## config.mk

```make
export PLATFORM = sky130hd
export DESIGN_NAME = irq_vector_arbiter
export DESIGN_NICKNAME = d
export VERILOG_FILES = /design/src/rtl/irqarb_pkg.sv /design/src/rtl/irq_req_latch.sv /design/src/rtl/irq_priority_select.sv /design/src/rtl/irq_vector_arbiter.sv
export SDC_FILE = /design/constraint.sdc
export NUM_CORES = 1
export LEC_CHECK = 0
export CAP_MARGIN = 20
export CELL_PAD_IN_SITES_DETAIL_PLACEMENT = 0
export CELL_PAD_IN_SITES_GLOBAL_PLACEMENT = 1
export CORE_ASPECT_RATIO = 2
export CORE_MARGIN = 2
export CORE_UTILIZATION = 34
export DETAILED_ROUTE_END_ITERATION = 10
export PLACE_DENSITY = 0.73
export SYNTH_ARGS = -nofsm -noshare
export SYNTH_HDL_FRONTEND = slang
export SYNTH_HIERARCHICAL = 1
export SYNTH_SLANG_ARGS = --single-unit
```

## constraint.sdc

```tcl
create_clock -name clk -period 1.4 [get_ports clk]
set_input_delay 0.21 -clock clk [delete_from_list [all_inputs] [get_ports clk]]
set_output_delay 0.21 -clock clk [all_outputs]
set_load 0.02 [all_outputs]
```

## src/rtl/irqarb_pkg.sv

```systemverilog
package irqarb_pkg;

  localparam int NUM_SRC = 6;
  localparam int VEC_W   = 16;
  localparam int MASK_W  = 4;

  // Source index doubles as priority rank: lower index wins.
  typedef enum int {
    SRC_MID  = 0,
    SRC_NMI  = 1,
    SRC_EXT1 = 2,
    SRC_OVF  = 3,
    SRC_DEC  = 4,
    SRC_EXT4 = 5
  } src_e;

  function automatic logic [VEC_W-1:0] vector_of(input int idx);
    case (idx)
      SRC_MID:  vector_of = 16'h0008;
      SRC_NMI:  vector_of = 16'hFFFC;
      SRC_EXT1: vector_of = 16'h0004;
      SRC_OVF:  vector_of = 16'h0008;
      SRC_DEC:  vector_of = 16'h000C;
      default:  vector_of = 16'h0010;
    endcase
  endfunction

  function automatic logic [MASK_W-1:0] newmask_of(input int idx);
    case (idx)
      SRC_MID:  newmask_of = 4'd1;
      SRC_NMI:  newmask_of = 4'd0;
      SRC_EXT1: newmask_of = 4'd0;
      SRC_OVF:  newmask_of = 4'd1;
      SRC_DEC:  newmask_of = 4'd2;
      default:  newmask_of = 4'd3;
    endcase
  endfunction

  function automatic logic [MASK_W-1:0] level_of(input int idx);
    case (idx)
      SRC_EXT1: level_of = 4'd1;
      SRC_OVF:  level_of = 4'd2;
      SRC_DEC:  level_of = 4'd3;
      SRC_EXT4: level_of = 4'd4;
      default:  level_of = 4'd0;
    endcase
  endfunction

  function automatic bit is_maskable(input int idx);
    return (idx != SRC_MID) && (idx != SRC_NMI);
  endfunction

  function automatic bit is_edge_src(input int idx);
    return (idx == SRC_EXT1) || (idx == SRC_EXT4);
  endfunction

  function automatic bit wants_pc_inc(input int idx);
    return idx == SRC_MID;
  endfunction

endpackage

```

## src/rtl/irq_req_latch.sv

```systemverilog
module irq_req_latch #(
  parameter bit EDGE_MODE = 1'b0
) (
  input  logic clk,
  input  logic rst_n,
  input  logic req_in,
  input  logic clr,
  output logic pend
);

  logic set_now;
  logic pend_d;
  logic pend_q;

  generate
    if (EDGE_MODE) begin : g_edge
      logic prev_q;
      always_ff @(posedge clk or negedge rst_n) begin
        if (!rst_n) prev_q <= 1'b0;
        else        prev_q <= req_in;
      end
      assign set_now = req_in & ~prev_q;
    end else begin : g_strobe
      assign set_now = req_in;
    end
  endgenerate

  // A set in the same cycle as a clear is kept.
  always_comb begin
    pend_d = pend_q;
    if (clr)     pend_d = 1'b0;
    if (set_now) pend_d = 1'b1;
  end

  always_ff @(posedge clk or negedge rst_n) begin
    if (!rst_n) pend_q <= 1'b0;
    else        pend_q <= pend_d;
  end

  assign pend = pend_q;


  set_wins_chk: assert property (@(posedge clk) disable iff (!rst_n)
    set_now |=> pend_q);


  clear_sticks_chk: assert property (@(posedge clk) disable iff (!rst_n)
    (clr && !set_now) |=> !pend_q);

endmodule

```

## src/rtl/irq_priority_select.sv

```systemverilog
module irq_priority_select
  import irqarb_pkg::*;
(
  input  logic              clk,
  input  logic              rst_n,
  input  logic [NUM_SRC-1:0] pend,
  input  logic [MASK_W-1:0]  cur_mask,
  output logic [NUM_SRC-1:0] grant,
  output logic               any_grant,
  output logic [VEC_W-1:0]   vec,
  output logic [MASK_W-1:0]  new_mask,
  output logic               pc_inc
);

  logic [NUM_SRC-1:0] elig;
  logic [VEC_W-1:0]   vec_part  [NUM_SRC];
  logic [MASK_W-1:0]  mask_part [NUM_SRC];
  logic [NUM_SRC-1:0] pc_part;

  genvar g;
  generate
    for (g = 0; g < NUM_SRC; g++) begin : g_src
      if (is_maskable(g)) begin : g_mask
        assign elig[g] = pend[g] && (level_of(g) <= cur_mask);
      end else begin : g_nomask
        assign elig[g] = pend[g];
      end
      assign vec_part[g]  = grant[g] ? vector_of(g)  : '0;
      assign mask_part[g] = grant[g] ? newmask_of(g) : '0;
      assign pc_part[g]   = grant[g] & wants_pc_inc(g);
    end
  endgenerate

  // Isolate the lowest set bit: rank 0 is the highest priority.
  assign grant     = elig & (~elig + 1'b1);
  assign any_grant = |elig;

  always_comb begin
    vec      = '0;
    new_mask = '0;
    for (int i = 0; i < NUM_SRC; i++) begin
      vec      = vec | vec_part[i];
      new_mask = new_mask | mask_part[i];
    end
  end
  assign pc_inc = |pc_part;


  single_grant_chk: assert property (@(posedge clk) disable iff (!rst_n)
    $onehot0(grant));


  grant_pending_chk: assert property (@(posedge clk) disable iff (!rst_n)
    (grant & ~pend) == '0);


  ext4_mask_chk: assert property (@(posedge clk) disable iff (!rst_n)
    grant[SRC_EXT4] |-> (cur_mask >= 4'd4));


  ext1_mask_chk: assert property (@(posedge clk) disable iff (!rst_n)
    grant[SRC_EXT1] |-> (cur_mask != 4'd0));

endmodule

```

## src/rtl/irq_vector_arbiter.sv

```systemverilog
module irq_vector_arbiter
  import irqarb_pkg::*;
(
  input  logic              clk,
  input  logic              rst_n,
  input  logic              mid_evt,
  input  logic              nmi_evt,
  input  logic              ext1_line,
  input  logic              ovf_evt,
  input  logic              dec_evt,
  input  logic              ext4_line,
  input  logic [MASK_W-1:0] cur_mask,
  input  logic              svc_req,
  output logic              svc_valid,
  output logic [VEC_W-1:0]  svc_vector,
  output logic [MASK_W-1:0] svc_mask,
  output logic              svc_pc_inc
);

  logic [NUM_SRC-1:0] src_in;
  logic [NUM_SRC-1:0] pend;
  logic [NUM_SRC-1:0] clr;
  logic [NUM_SRC-1:0] grant;
  logic               any_grant;
  logic [VEC_W-1:0]   sel_vec;
  logic [MASK_W-1:0]  sel_mask;
  logic               sel_pc;

  logic               valid_d, valid_q;
  logic [VEC_W-1:0]   vec_d, vec_q;
  logic [MASK_W-1:0]  mask_d, mask_q;
  logic               pc_d, pc_q;
  logic               load_en;

  assign src_in[SRC_MID]  = mid_evt;
  assign src_in[SRC_NMI]  = nmi_evt;
  assign src_in[SRC_EXT1] = ext1_line;
  assign src_in[SRC_OVF]  = ovf_evt;
  assign src_in[SRC_DEC]  = dec_evt;
  assign src_in[SRC_EXT4] = ext4_line;

  genvar g;
  generate
    for (g = 0; g < NUM_SRC; g++) begin : g_latch
      irq_req_latch #(.EDGE_MODE(is_edge_src(g))) u_latch (
        .clk    (clk),
        .rst_n  (rst_n),
        .req_in (src_in[g]),
        .clr    (clr[g]),
        .pend   (pend[g])
      );
    end
  endgenerate

  irq_priority_select u_sel (
    .clk       (clk),
    .rst_n     (rst_n),
    .pend      (pend),
    .cur_mask  (cur_mask),
    .grant     (grant),
    .any_grant (any_grant),
    .vec       (sel_vec),
    .new_mask  (sel_mask),
    .pc_inc    (sel_pc)
  );

  assign load_en = svc_req & any_grant;
  assign clr     = grant & {NUM_SRC{svc_req}};

  always_comb begin
    valid_d = 1'b0;
    vec_d   = '0;
    mask_d  = '0;
    pc_d    = 1'b0;
    if (load_en) begin
      valid_d = 1'b1;
      vec_d   = sel_vec;
      mask_d  = sel_mask;
      pc_d    = sel_pc;
    end
  end

  always_ff @(posedge clk or negedge rst_n) begin
    if (!rst_n) begin
      valid_q <= 1'b0;
      vec_q   <= '0;
      mask_q  <= '0;
      pc_q    <= 1'b0;
    end else begin
      valid_q <= valid_d;
      vec_q   <= vec_d;
      mask_q  <= mask_d;
      pc_q    <= pc_d;
    end
  end

  assign svc_valid  = valid_q;
  assign svc_vector = vec_q;
  assign svc_mask   = mask_q;
  assign svc_pc_inc = pc_q;


  valid_follows_req_chk: assert property (@(posedge clk) disable iff (!rst_n)
    svc_valid |-> $past(svc_req));


  idle_outputs_zero_chk: assert property (@(posedge clk) disable iff (!rst_n)
    !svc_valid |-> (svc_vector == '0 && svc_mask == '0 && !svc_pc_inc));


  nmi_vector_chk: assert property (@(posedge clk) disable iff (!rst_n)
    (svc_req && pend[SRC_NMI] && !pend[SRC_MID]) |=>
      (svc_valid && svc_vector == 16'hFFFC && svc_mask == 4'd0));


  mid_pc_chk: assert property (@(posedge clk) disable iff (!rst_n)
    (svc_req && pend[SRC_MID]) |=> (svc_valid && svc_pc_inc && svc_mask == 4'd1));


  cleared_after_grant_chk: assert property (@(posedge clk) disable iff (!rst_n)
    (clr[SRC_NMI] && !nmi_evt) |=> !pend[SRC_NMI]);

endmodule

```

== Word-level counts from Yosys, hierarchy flattened ==
Cells that the tools add are included.

* Flip-flop bits (word level): 30
* Bits in latches: 0
* RAM bits: 0
* ROM bits: 0
* Output and inout bits: 22
* Memories: 0

* $add $sub $neg: 1
* $mul: 0
* Div/mod/pow operators: 0
* Order comparisons: 4
* Equal/unequal tests: 0
* Shifts and indexed selects: 0
* Mux-type cells: 26
* Bitwise gates (word level): 16
* Reductions and logical operators: 11

{| class="wikitable"
|+ Operators with widths
! cell !! number
|-
| $mux 16 || 2
|-
| $or 16x16->16 || 2
|-
| $mux 1 || 16
|-
| $mux 4 || 4
|-
| $or 16x3->16 || 1
|-
| $or 16x4->16 || 1
|-
| $or 16x5->16 || 1
|-
| $and 6x6->6 || 2
|-
| $reduce_bool 2->1 || 6
|-
| $le 2x4->1 const A || 2
|-
| $or 4x2->4 || 2
|-
| $add 6x1->6 const B || 1
|-
| $not 6->6 || 1
|-
| $reduce_or 6->1 || 1
|-
| $mux 5 || 1
|-
| $le 1x4->1 const A || 1
|-
| $le 3x4->1 const A || 1
|-
| $logic_and 1x1->1 || 4
|-
| $mux 2 || 2
|-
| $or 4x4->4 || 1
|-
| $and 1x1->1 || 3
|-
| $mux 3 || 1
|-
| $not 1->1 || 2
|}

== Logic depth before layout (Yosys ltp) ==
Gate-level depths: netlist of the first run.

* Word-level depth: 12
* Mapped depth: 6

== Cells and area by module ==
Netlist of the first run, hierarchy kept.

{| class="wikitable"
|+ Modules (own cells, without submodules)
! module !! instances !! cells an instance !! area an instance (um2) !! seq. area each (um2)
|-
| irq_vector_arbiter || 1 || 54 || 765.7 || 550.5
|-
| irq_priority_select || 1 || 45 || 302.8 || 0.0
|-
| irq_req_latch at g_latch[0].u_latch ... || 4 || 3 || 36.3 || 25.0
|-
| irq_req_latch at g_latch[2].u_latch ... || 2 || 5 || 70.1 || 50.0
|}

== Least setup slack after synthesis of the first run ==
No wires, ideal clock.

* Path type: input to register
* Start point: input cur_mask[1]
* End point: register vec_q[2] (netlist: svc_vector[2])
* Arrival time: 1303 ps
* Setup slack: -23 ps
* Stages: 5
* Path buffers: 1
* Cell sequence: o41ai_2 > nand3_1 > nand3b_1 > clkbuf_1 > and3_2

* Elaborated cells on any way between the ends: 20

{| class="wikitable"
|+ RTL lines
! item !! line !! text
|-
| start, declared || irq_vector_arbiter.sv:12 || <nowiki>input logic [MASK_W-1:0] cur_mask,</nowiki>
|-
| $le 1x4->1 (tied with other cells) || irq_priority_select.sv:24 || <nowiki>assign elig[g] = pend[g] && (level_of(g) <= cur_mask);</nowiki>
|-
| $logic_and 1x1->1 || irq_priority_select.sv:24 ||
|-
| $reduce_or 6->1 (*) || irq_priority_select.sv:36 || <nowiki>assign any_grant = |elig;</nowiki>
|-
| net any_grant || irq_vector_arbiter.sv:24 || <nowiki>logic any_grant;</nowiki>
|-
| $and 1x1->1 (*) || irq_vector_arbiter.sv:67 || <nowiki>assign load_en = svc_req & any_grant;</nowiki>
|-
| $mux 16 (*) || irq_vector_arbiter.sv:75 || <nowiki>if (load_en) begin</nowiki>
|-
| net vec_d[2] || irq_vector_arbiter.sv:30 || <nowiki>logic [VEC_W-1:0] vec_d, vec_q;</nowiki>
|-
| end signal, assigned || irq_vector_arbiter.sv:91 || <nowiki>vec_q <= vec_d;</nowiki>
|-
| end, declared || irq_vector_arbiter.sv:30 ||
|}

The timed path passes the listed nets; every way through them passes the cells marked *.
A chain may end at the register's enable or synchronous reset.

== Final worst setup path of the first run ==
* Start point: register g_latch[2].u_latch.pend_q
* End point: register vec_q[9] (netlist: svc_vector[9])

* Longest elaborated chain between the ends: 4

{| class="wikitable"
|+ Ends and longest elaborated chain
! item !! line !! text
|-
| start, declared || irq_req_latch.sv:13 || <nowiki>logic pend_q;</nowiki>
|-
| start signal, assigned || irq_req_latch.sv:37 || <nowiki>else pend_q <= pend_d;</nowiki>
|-
| $logic_and 1x1->1 || irq_priority_select.sv:24 ||
|-
| $reduce_or 6->1 || irq_priority_select.sv:36 ||
|-
| net any_grant || irq_vector_arbiter.sv:24 ||
|-
| $and 1x1->1 || irq_vector_arbiter.sv:67 ||
|-
| $mux 16 || irq_vector_arbiter.sv:75 ||
|-
| net vec_d[9] || irq_vector_arbiter.sv:30 ||
|}

The timed path passes the listed nets, and every way through them passes these cells.

==> impl_metrics.json, run 1 <==
{
  "hold_class": "input port to async pin",
  "reg2reg_from": "g_latch[2].u_latch/pend",
  "antenna_found_initial": 0,
  "setup_violations": 0,
  "fin_hold_ws_ps": 319,
  "h-tree-depth": 2,
  "gp_congestion": 0.863,
  "path_clk_slew_ps": 60,
  "skew_ps": 7.60,
  "switchingPower_w": 0.000463,
  "num_vias": 980,
  "critPathKind": "flip-flop to flip-flop",
  "dp.cells": 208,
  "cts.sinks": 30,
  "insertion_delay_ps": 280,
  "drc_errors": 0,
  "die_w_um": 48.6,
  "syn-instance-count": 121,
  "syn_area_mm2": 0.00135,
  "seqPwrFrac_pct": 46.0,
  "internal_power_w": 0.00155,
  "cts_root_buffer": "clkbuf_8",
  "grt_overflow_total": 0,
  "end_kind": "flip-flop",
  "dr.pass1.iters": 4,
  "synth_largest_area_cell": "dfrtp_1",
  "antenna_violating_nets_post_route": 0,
  "switching_share_pct": 23.0,
  "track_usage_pct": 12.6,
  "reg2reg_to": "svc_vector[9]",
  "io_buffer_count": 34,
  "ctsLongestPathBuffers": 2,
  "seq_area_frac_synth_pct": 55.5,
  "drt_iter0_drc": 19,
  "synth-seq-cells": 30,
  "clockPowerShare_pct": 39.3,
  "grt_pass1_wl_um": 4260,
  "cts_hold_buf": 0,
  "comb_power_share_pct": 14.7,
  "synth.area.top_cells": "dfrtp_1, buf_4, and3_1, and3_2, and2_1",
  "fin_ws_ps": 1.58,
  "async_flop_share_pct": 100,
  "vias_per_cell": 4.47,
  "r2r_slack_ps": 2,
  "max-vdd-ir-drop_uv": 575,
  "slowest_delay_ps": 460,
  "start_util_pct": 35.2,
  "die-height_um": 93.2,
  "rsz0062_at_grt": "yes",
  "core_mm2": 0.00384,
  "yosys_warnings": 6,
  "crit_path_cell_trace": "o41ai_4 -> nand3_1 -> nand3b_1 -> buf_4 -> and3_1",
  "n_antenna_cell": 0,
  "synth_top_area_share_pct": 55.5,
  "finalNonFillerCells": 219,
  "io_pins": 35,
  "routed_wl_um": 2610,
  "synth-edff-count": 0,
  "critPathArrivalTime_ps": 1560,
  "grt_start_max_net_pins": 31,
  "slew_viol_final": 0,
  "syn_area_per_cell_um2": 11.2,
  "post_drt_wl_per_cell_um": 11.9,
  "r2r_cells": 5,
  "leakagePower_nw": 1.02,
  "cp.required_ps": 1560,
  "endpoint": "svc_vector[9]",
  "rows": 32,
  "p_per_area_mw_per_mm2": 1040,
  "synth.distinct_cells": 26,
  "crit_path_top_delay_cell": "dfrtp_2",
  "layout.nets": 180,
  "crit_fanout": 9,
  "crit_path_start_kind": "flip-flop",
  "startpoint": "g_latch[2].u_latch/pend",
  "ys.flop_type": "dfrtp_1",
  "tritoncts": "built",
  "final_hold_viol_count": 0,
  "min_period_ps": 1400,
  "area_growth_pct": 42.5,
  "drive_gt1_share_pct": 32.7,
  "max_freq_ghz": 0.715,
  "dp_slack_ps": -648,
  "max_cap_viol_count": 0,
  "fin_crit_sh_pct": 99.9,
  "hpwlAfterDp_um": 1920,
  "die-area_mm2": 0.00453,
  "numCtsBuffers": 5,
  "status": "complete, no violations",
  "first_global_vias": 1009
}
## cell families (layout without fill, tap and decap cells)
| group | Yosys count | in the layout | synth area share, % |
|---|---|---|---|
| AOI/OAI and AO/OA | 17 | 17 | 10.7 |
| buffers and inverters | 30 | 74 | 14.1 |
| DFF | 30 | 30 | 55.5 |
| other | 1 | 4 | 0.277 |
| and+or+nand+nor | 43 | 43 | 19.4 |
## synth_stat cells, drive strengths merged (2+ instances only)
cell and instances:
nor2 5, o22ai 2, inv 9, a21o 5, o41ai 2, buf 19
and3 21, nand3b 2, nor3 3, a21oi 3, dfrtp 30, clkbuf 2
and2 7, nor4 2, o21ai 2
## worst min path at each step
stage / startpoint / end / slack [ps] / depth (start not counted)
2_1_floorplan: rst_n / g_latch[0].u_latch/pend / -90 / 0
6_report: rst_n / svc_vector[4] / 320 / 2
4_1_cts: rst_n / svc_vector[4] / 330 / 2
3_3_place_gp: g_latch[2].u_latch/g_edge.prev_q / g_latch[2].u_latch/pend / 430 / 1
5_1_grt: rst_n / svc_pc_inc / 360 / 2
3_5_place_dp: g_latch[2].u_latch/g_edge.prev_q / g_latch[2].u_latch/pend / 450 / 1
## cell type report
class	count	area, um^2
Inverter	9	33.8
Timing Repair Buffer	57	483
Fill cell	379	1910
Tap cell	51	63.8
Clock buffer	8	110
Multi-Input combinational cell	64	485
Sequential cell	30	753
## layer usage
metal  up-vias  GRT usage [%]  share of wire, %
met3         7           2.72               4.1
met1       464           10.2                32
met4         0           10.5               3.8
met2        26           24.3                60
li1        483              -                 -
met5         -              0                 0
## flip-flops by register name (all words and copies together) (netlist names)
| name | cells |
|---|---|
| svc_mask | 4 |
| svc_pc_inc | 1 |
| g_latch.u_latch/g_edge.prev_q | 2 |
| svc_vector | 16 |
| g_latch.u_latch/pend | 6 |
| svc_valid | 1 |
## placed cells by master, fill, tap and decap left out
cell type        instances
buf_2                    2
nand3b_1                 2
dlymetal6s2s_1           1
and3_4                   7
nor3_2                   1
a21o_1                   5
o41ai_1                  1
o21ai_2                  1
dlygate4sd2_1           21
clkbuf_2                 3
clkdlybuf4s50_1          8
buf_4                   20
o41ai_4                  1
nor2_1                   4
a211o_2                  1
o31ai_2                  1
o41a_1                   1
inv_1                    9
conb_1                   4
and2_1                   7
buf_6                    1
o21ai_0                  1
and3_1                  12
or4_1                    1
and3_2                   2
a21oi_1                  3
clkbuf_8                 8
buf_12                   1
dfrtp_2                  2
nand3_1                  1
nor4_1                   1
o22ai_2                  2
nor2_4                   1
dfrtp_1                 28
nor4_2                   1
nand2_1                  1
nor3_1                   2
## repair_timing
action                     in CTS  in global routing
cloned                          0                  1
gates resized for setup        30                 20
setup endpoints to repair      42                 23
setup buffers                   1                  2
pin swaps                       4                  8
## power groups by stage
stage               combinational (W)  sequential (W)  clock (W)
finish                       0.000296        0.000927   0.000791
global route                 0.000322        0.000931   0.000853
CTS                          0.000287        0.000926   0.000821
detailed placement           0.000308        0.000942          0
global placement             0.000302        0.000941          0
floorplan                    0.000122        0.000992          0
## critical path: cells and delay by family, from the launching register on
family	cells	cell delay [ps]
buffers and inverters	1	190
DFF	1	460
and+or+nand+nor	3	560
AOI/OAI and AO/OA	1	70
## through the flow
stage | util (%) | cell area, um^2 | total power [W] | setup TNS [ps]
after floorplan | - | 1380 | 0.00111 | 0
after global placement | 46.5 | 1790 | 0.00124 | -10480
after detailed placement | 46.5 | 1790 | 0.00125 | -11100
after CTS | 49.1 | 1890 | 0.00203 | -6.13
after global routing | 50.2 | 1930 | 0.00211 | -886
final | 50.2 | 1930 | 0.00201 | 0
Note: power is estimated with default switching activity, not from simulation.
==> run 2: changes to the inputs <==
==> constraint.sdc (replaced) <==
create_clock -name clk -period 1.1 [get_ports clk]
set_input_delay 0.165 -clock clk [delete_from_list [all_inputs] [get_ports clk]]
set_output_delay 0.165 -clock clk [all_outputs]
set_load 0.02 [all_outputs]
==> run 2 against run 1 <==
Effect of this change: the run now ends with setup timing left; clock power increased by 26%; critical endpoint is now svc_vector[3]; highest routed layer unchanged; non-clock buffer count is 2 lower; register-to-register slack worse by 220 ps; sequential share of layout area down 1.0 points; die area did not move; global-route usage increased by 0.080 points; setup slack lost 220 ps; wire length shrank 3.5%; sequential power is 27% higher; utilization grew 1.4 points; via count up 0.92%.
==> impl_metrics.json, run 2 (same netlist as run 1, synthesis figures left out) <==
{
  "status": "finished with violations",
  "violations": "setup timing",
  "slew_viol_final": 0,
  "numCtsBuffers": 5,
  "reg2reg_from": "g_latch[3].u_latch/pend",
  "track_usage_pct": 12.7,
  "max-vdd-ir-drop_uv": 840,
  "critPathArrivalTime_ps": 1480,
  "seqPwrFrac_pct": 45.6,
  "insertion_delay_ps": 270,
  "critPathKind": "flip-flop to flip-flop",
  "min_period_ps": 1310,
  "skew_ps": 6.91,
  "antenna_violating_nets_post_route": 0,
  "fin_crit_sh_pct": 119,
  "hold_class": "input port to async pin",
  "vias_per_cell": 4.56,
  "n_antenna_cell": 0,
  "area_growth_pct": 46.4,
  "r2r_cells": 4,
  "ctsLongestPathBuffers": 2,
  "first_global_vias": 979,
  "layout.nets": 178,
  "io_buffer_count": 34,
  "cts_hold_buf": 0,
  "startpoint": "g_latch[3].u_latch/pend",
  "slowest_delay_ps": 410,
  "drive_gt1_share_pct": 43.4,
  "leakagePower_nw": 0.968,
  "path_buf_inv": 1,
  "cts_root_buffer": "clkbuf_8",
  "drt_iter0_drc": 19,
  "use_met1_pct": 11.1,
  "crit_family": "simple AND/OR/NAND/NOR gates",
  "post_drt_wl_per_cell_um": 11.6,
  "grt_most_used_layer": "met2",
  "routed_wl_um": 2520,
  "num_vias": 989,
  "tritoncts": "built",
  "multi_input_area_um2": 529,
  "crit_path_top_delay_cell": "dfrtp_1",
  "r2r_slack_ps": -210,
  "grt_overflow_total": 0,
  "critical_path_cell_count": 4,
  "reg2reg_to": "svc_vector[3]",
  "rsz0062_at_grt": "yes",
  "die-height_um": 93.2,
  "crit_path_cell_trace": "buf_4 -> nor4_1 -> o41ai_2 -> and3_4",
  "crit_path_start_kind": "flip-flop",
  "p_total_w": 0.00259,
  "dr.pass1.iters": 6,
  "final_hold_viol_count": 0,
  "antenna_found_initial": 0,
  "start_util_pct": 35.2,
  "rows": 32,
  "comb_power_share_pct": 15.5,
  "fin_hold_ws_ps": 240,
  "path_clk_slew_ps": 60,
  "setup_violations": 22,
  "cp.required_ps": 1260,
  "internal_power_w": 0.00199,
  "endpoint": "svc_vector[3]",
  "h-tree-depth": 2,
  "max_cap_viol_count": 0,
  "fin_ws_ps": -214,
  "seq_area_um2": 753,
  "final_cell_mix": "dfrtp_1, buf_4, and3_1",
  "num-fill-cells": 379,
  "io_pins": 35,
  "gp_congestion": 0.856,
  "switchingPower_w": 0.000600,
  "hpwlAfterDp_um": 1890,
  "p_per_area_mw_per_mm2": 1310,
  "largest_reg_flops": 16,
  "switching_share_pct": 23.2,
  "met2_usage_pct": 23.6,
  "clockPowerShare_pct": 38.8,
  "crit_fanout": 4,
  "drc_errors": 0,
  "max_freq_ghz": 0.761,
  "layout_commonest_cell": "dfrtp_1",
  "die_w_um": 48.6,
  "end_kind": "flip-flop",
  "core_mm2": 0.00384,
  "die-area_mm2": 0.00453,
  "grtUsageMet3_pct": 3.19,
  "grt_pass1_wl_um": 4290,
  "cts.sinks": 30,
  "grt_start_max_net_pins": 31
}
## run 2: worst min-delay path by stage
stage,startpoint,end,slack (ps),cells after the start
6_report,rst_n,svc_pc_inc,240,2
5_1_grt,rst_n,svc_vector[0],260,2
3_5_place_dp,g_latch[2].u_latch/g_edge.prev_q,g_latch[2].u_latch/pend,440,1
3_3_place_gp,g_latch[5].u_latch/g_edge.prev_q,g_latch[5].u_latch/pend,440,1
2_1_floorplan,rst_n,g_latch[0].u_latch/pend,-130,0
4_1_cts,rst_n,svc_pc_inc,240,2
## run 2: power groups by stage
stage | combinational [W] | clock, W | sequential [W]
final | 0.000403 | 0.00100 | 0.00118
after detailed placement | 0.000413 | 0 | 0.00120
after floorplan | 0.000168 | 0 | 0.00126
after global routing | 0.000438 | 0.00108 | 0.00119
after CTS | 0.000403 | 0.00104 | 0.00118
after global placement | 0.000408 | 0 | 0.00120
## run 2: final cells by class
class	instances	area share, %
repair buffers	55	24.7
flip-flops and latches	30	38.0
inverters	9	1.83
clock buffers	8	5.56
well taps	51	3.22
multi-input cells	64	26.7
## run 2: per-layer routing
metal	share of wire [%]	vias to the layer above
met1	34	462
met4	3.5	0
met5	0	-
met3	5.4	8
li1	-	481
met2	57	38
## run 2: metrics by stage
stage	std cells	setup WS (ps)	cell area (um^2)	setup TNS, ps	utilization (%)
6_report	217	-214	1980	-4110	51.6
5_1_grt	217	-280	1980	-5650	51.6
4_1_cts	217	-222	2000	-4080	52.1
3_5_place_dp	207	-789	1820	-17030	47.5
3_3_place_gp	207	-733	1820	-15890	47.5
2_1_floorplan	124	-219	1420	-3710	-
## run 2: worst register-to-register path, cell delays in order, from the launching register on
cell and delay (ps):
dfrtp_1 410, buf_4 160, nor4_1 360, o41ai_2 120, and3_4 150
## run 2: repair_timing
item / in CTS / in global routing
setup endpoints to repair: 45 / 34
pin swaps: 9 / 9
gates resized for setup: 65 / 22
buffers inserted: 2 / 1
==> run 3: changes to the inputs <==
--- a/config.mk
+++ b/config.mk
@@ -13,6 +13,7 @@
 export CORE_UTILIZATION = 34
 export DETAILED_ROUTE_END_ITERATION = 10
 export PLACE_DENSITY = 0.73
+export RECOVER_POWER = 100
 export SYNTH_ARGS = -nofsm -noshare
 export SYNTH_HDL_FRONTEND = slang
 export SYNTH_HIERARCHICAL = 1
==> run 3 against run 2 <==
Effect of this change: critical path type unchanged; utilization is 0.75 points lower; combinational power is 4% lower; hold slack better by 150 ps; global-route usage stayed put; sequential power hardly changed; sequential share of layout area is 0.56 points higher; critical path depth stayed put; die area stayed put; flip-flop and latch count stayed put; critical endpoint unchanged; clock skew hardly changed; first-iteration DRC count stayed put; the run still ends with setup timing left; register-to-register slack hardly changed.
==> impl_metrics.json, run 3 (same netlist as run 1, synthesis figures left out) <==
{
  "cts_root_buffer": "clkbuf_8",
  "finalInstanceArea_mm2": 0.00195,
  "maxSlewHeadroom_pct": 53.1,
  "fin_hold_ws_ps": 393,
  "end_kind": "flip-flop",
  "grt_overflow_total": 0,
  "critPathKind": "flip-flop to flip-flop",
  "slew_viol_final": 0,
  "die_w_um": 48.6,
  "vias_per_cell": 4.55,
  "path_clk_slew_ps": 60,
  "dr.pass1.iters": 6,
  "seq_area_um2": 753,
  "track_usage_pct": 12.7,
  "p_per_area_mw_per_mm2": 1320,
  "io_buffer_count": 34,
  "crit_path_start_kind": "flip-flop",
  "final_util_pct": 50.8,
  "cts.sinks": 30,
  "drt_iter0_drc": 19,
  "drive_gt1_share_pct": 36.7,
  "insertion_delay_ps": 270,
  "layout.nets": 178,
  "tritoncts": "built",
  "die-area_mm2": 0.00453,
  "grt_pass1_wl_um": 4290,
  "leakagePower_nw": 0.928,
  "ctsLongestPathBuffers": 2,
  "min_period_ps": 1310,
  "slowest_delay_ps": 410,
  "tightest_slew_ps": 704,
  "antenna_found_initial": 0,
  "crit_fanout": 4,
  "placed_area_mm2": 0.00182,
  "r2r_cells": 4,
  "routed_wl_um": 2540,
  "drc_errors": 0,
  "reg2reg_from": "g_latch[3].u_latch/pend",
  "violations": "setup timing",
  "setup_violations": 22,
  "h-tree-depth": 2,
  "post_drt_wl_per_cell_um": 11.7,
  "antenna_violating_nets_post_route": 0,
  "gp_congestion": 0.856,
  "fin_ws_ps": -214,
  "die-height_um": 93.2,
  "status": "finished with violations",
  "final_hold_viol_count": 0,
  "rows": 32,
  "layout_commonest_cell": "dfrtp_1",
  "num_vias": 987,
  "cts_hold_buf": 0,
  "max_cap_viol_count": 0,
  "max-vdd-ir-drop_uv": 840,
  "area_growth_pct": 44.3,
  "hpwlAfterDp_um": 1890,
  "start_util_pct": 35.2,
  "tns_ps": -4110,
  "fin_crit_sh_pct": 119,
  "final_cell_mix": "dfrtp_1, buf_4, and3_1",
  "first_global_vias": 979,
  "max_freq_ghz": 0.761,
  "numCtsBuffers": 5,
  "io_pins": 35,
  "hold_class": "input port to async pin",
  "r2r_slack_ps": -210,
  "multi_input_area_um2": 529,
  "rsz0062_at_grt": "yes",
  "crit_path_cell_trace": "buf_4 -> nor4_1 -> o41ai_2 -> and3_4",
  "n_antenna_cell": 0,
  "reg2reg_to": "svc_vector[3]",
  "critPathArrivalTime_ps": 1480,
  "cp.required_ps": 1260,
  "skew_ps": 6.90,
  "grt_start_max_net_pins": 31,
  "num-fill-cells": 387,
  "crit_path_top_delay_cell": "dfrtp_1",
  "core_mm2": 0.00384,
  "dp_slack_ps": -789,
  "largest_reg_flops": 16
}
[run 3: critical path, delay by kind of cell, from the launching register on]
kind,cells,cell delay (ps)
DFF,1,410
and+or+nand+nor,2,510
buffers and inverters,1,160
AOI/OAI and AO/OA,1,120
[run 3: layer usage]
layer | share of wire [%] | GRT usage (%) | wire, um | vias up
met5 | 0 | 0 | 0 | -
met4 | 3.5 | 9.76 | 88 | 0
met3 | 4.4 | 3.19 | 111 | 8
met2 | 57 | 23.6 | 1440 | 38
met1 | 35 | 11.1 | 893 | 460
li1 | - | - | - | 481
[run 3: power by group]
group	switching, W	total (W)	internal [W]
combinational	0.000203	0.000388	0.000185
sequential	0.0000222	0.00118	0.00116
clock	0.000374	0.00100	0.000630
total	0.000599	0.00257	0.00198
[run 3: timing repair]
| action | in CTS | in global routing |
|---|---|---|
| pin swaps | 9 | 9 |
| gates resized for setup | 65 | 22 |
| buffers inserted | 2 | 1 |
| endpoints found under the setup margin | 45 | 34 |
[run 3: worst max-delay path by stage]
stage / from / endpoint / depth (start not counted)
after floorplan: g_latch[0].u_latch/pend / svc_vector[2] / 5
after global placement: cur_mask[1] / svc_vector[6] / 6
after detailed placement: cur_mask[1] / svc_vector[7] / 6
after CTS: g_latch[2].u_latch/pend / svc_vector[4] / 3
after global routing: g_latch[0].u_latch/pend / svc_mask[1] / 5
final: g_latch[3].u_latch/pend / svc_vector[3] / 4
[run 3: cell type report]
class | instances | area share, %
sequential | 30 | 38.6
multi-input combinational | 64 | 27.1
timing repair buffer | 55 | 23.6
clock buffer | 8 | 5.64
tap | 51 | 3.27
inverter | 9 | 1.86
[run 3: metrics by stage]
stage          power, W  cells
2_1_floorplan   0.00143    124
3_5_place_dp    0.00161    207
3_3_place_gp    0.00161    207
5_1_grt         0.00269    217
6_report        0.00257    217
4_1_cts         0.00263    217
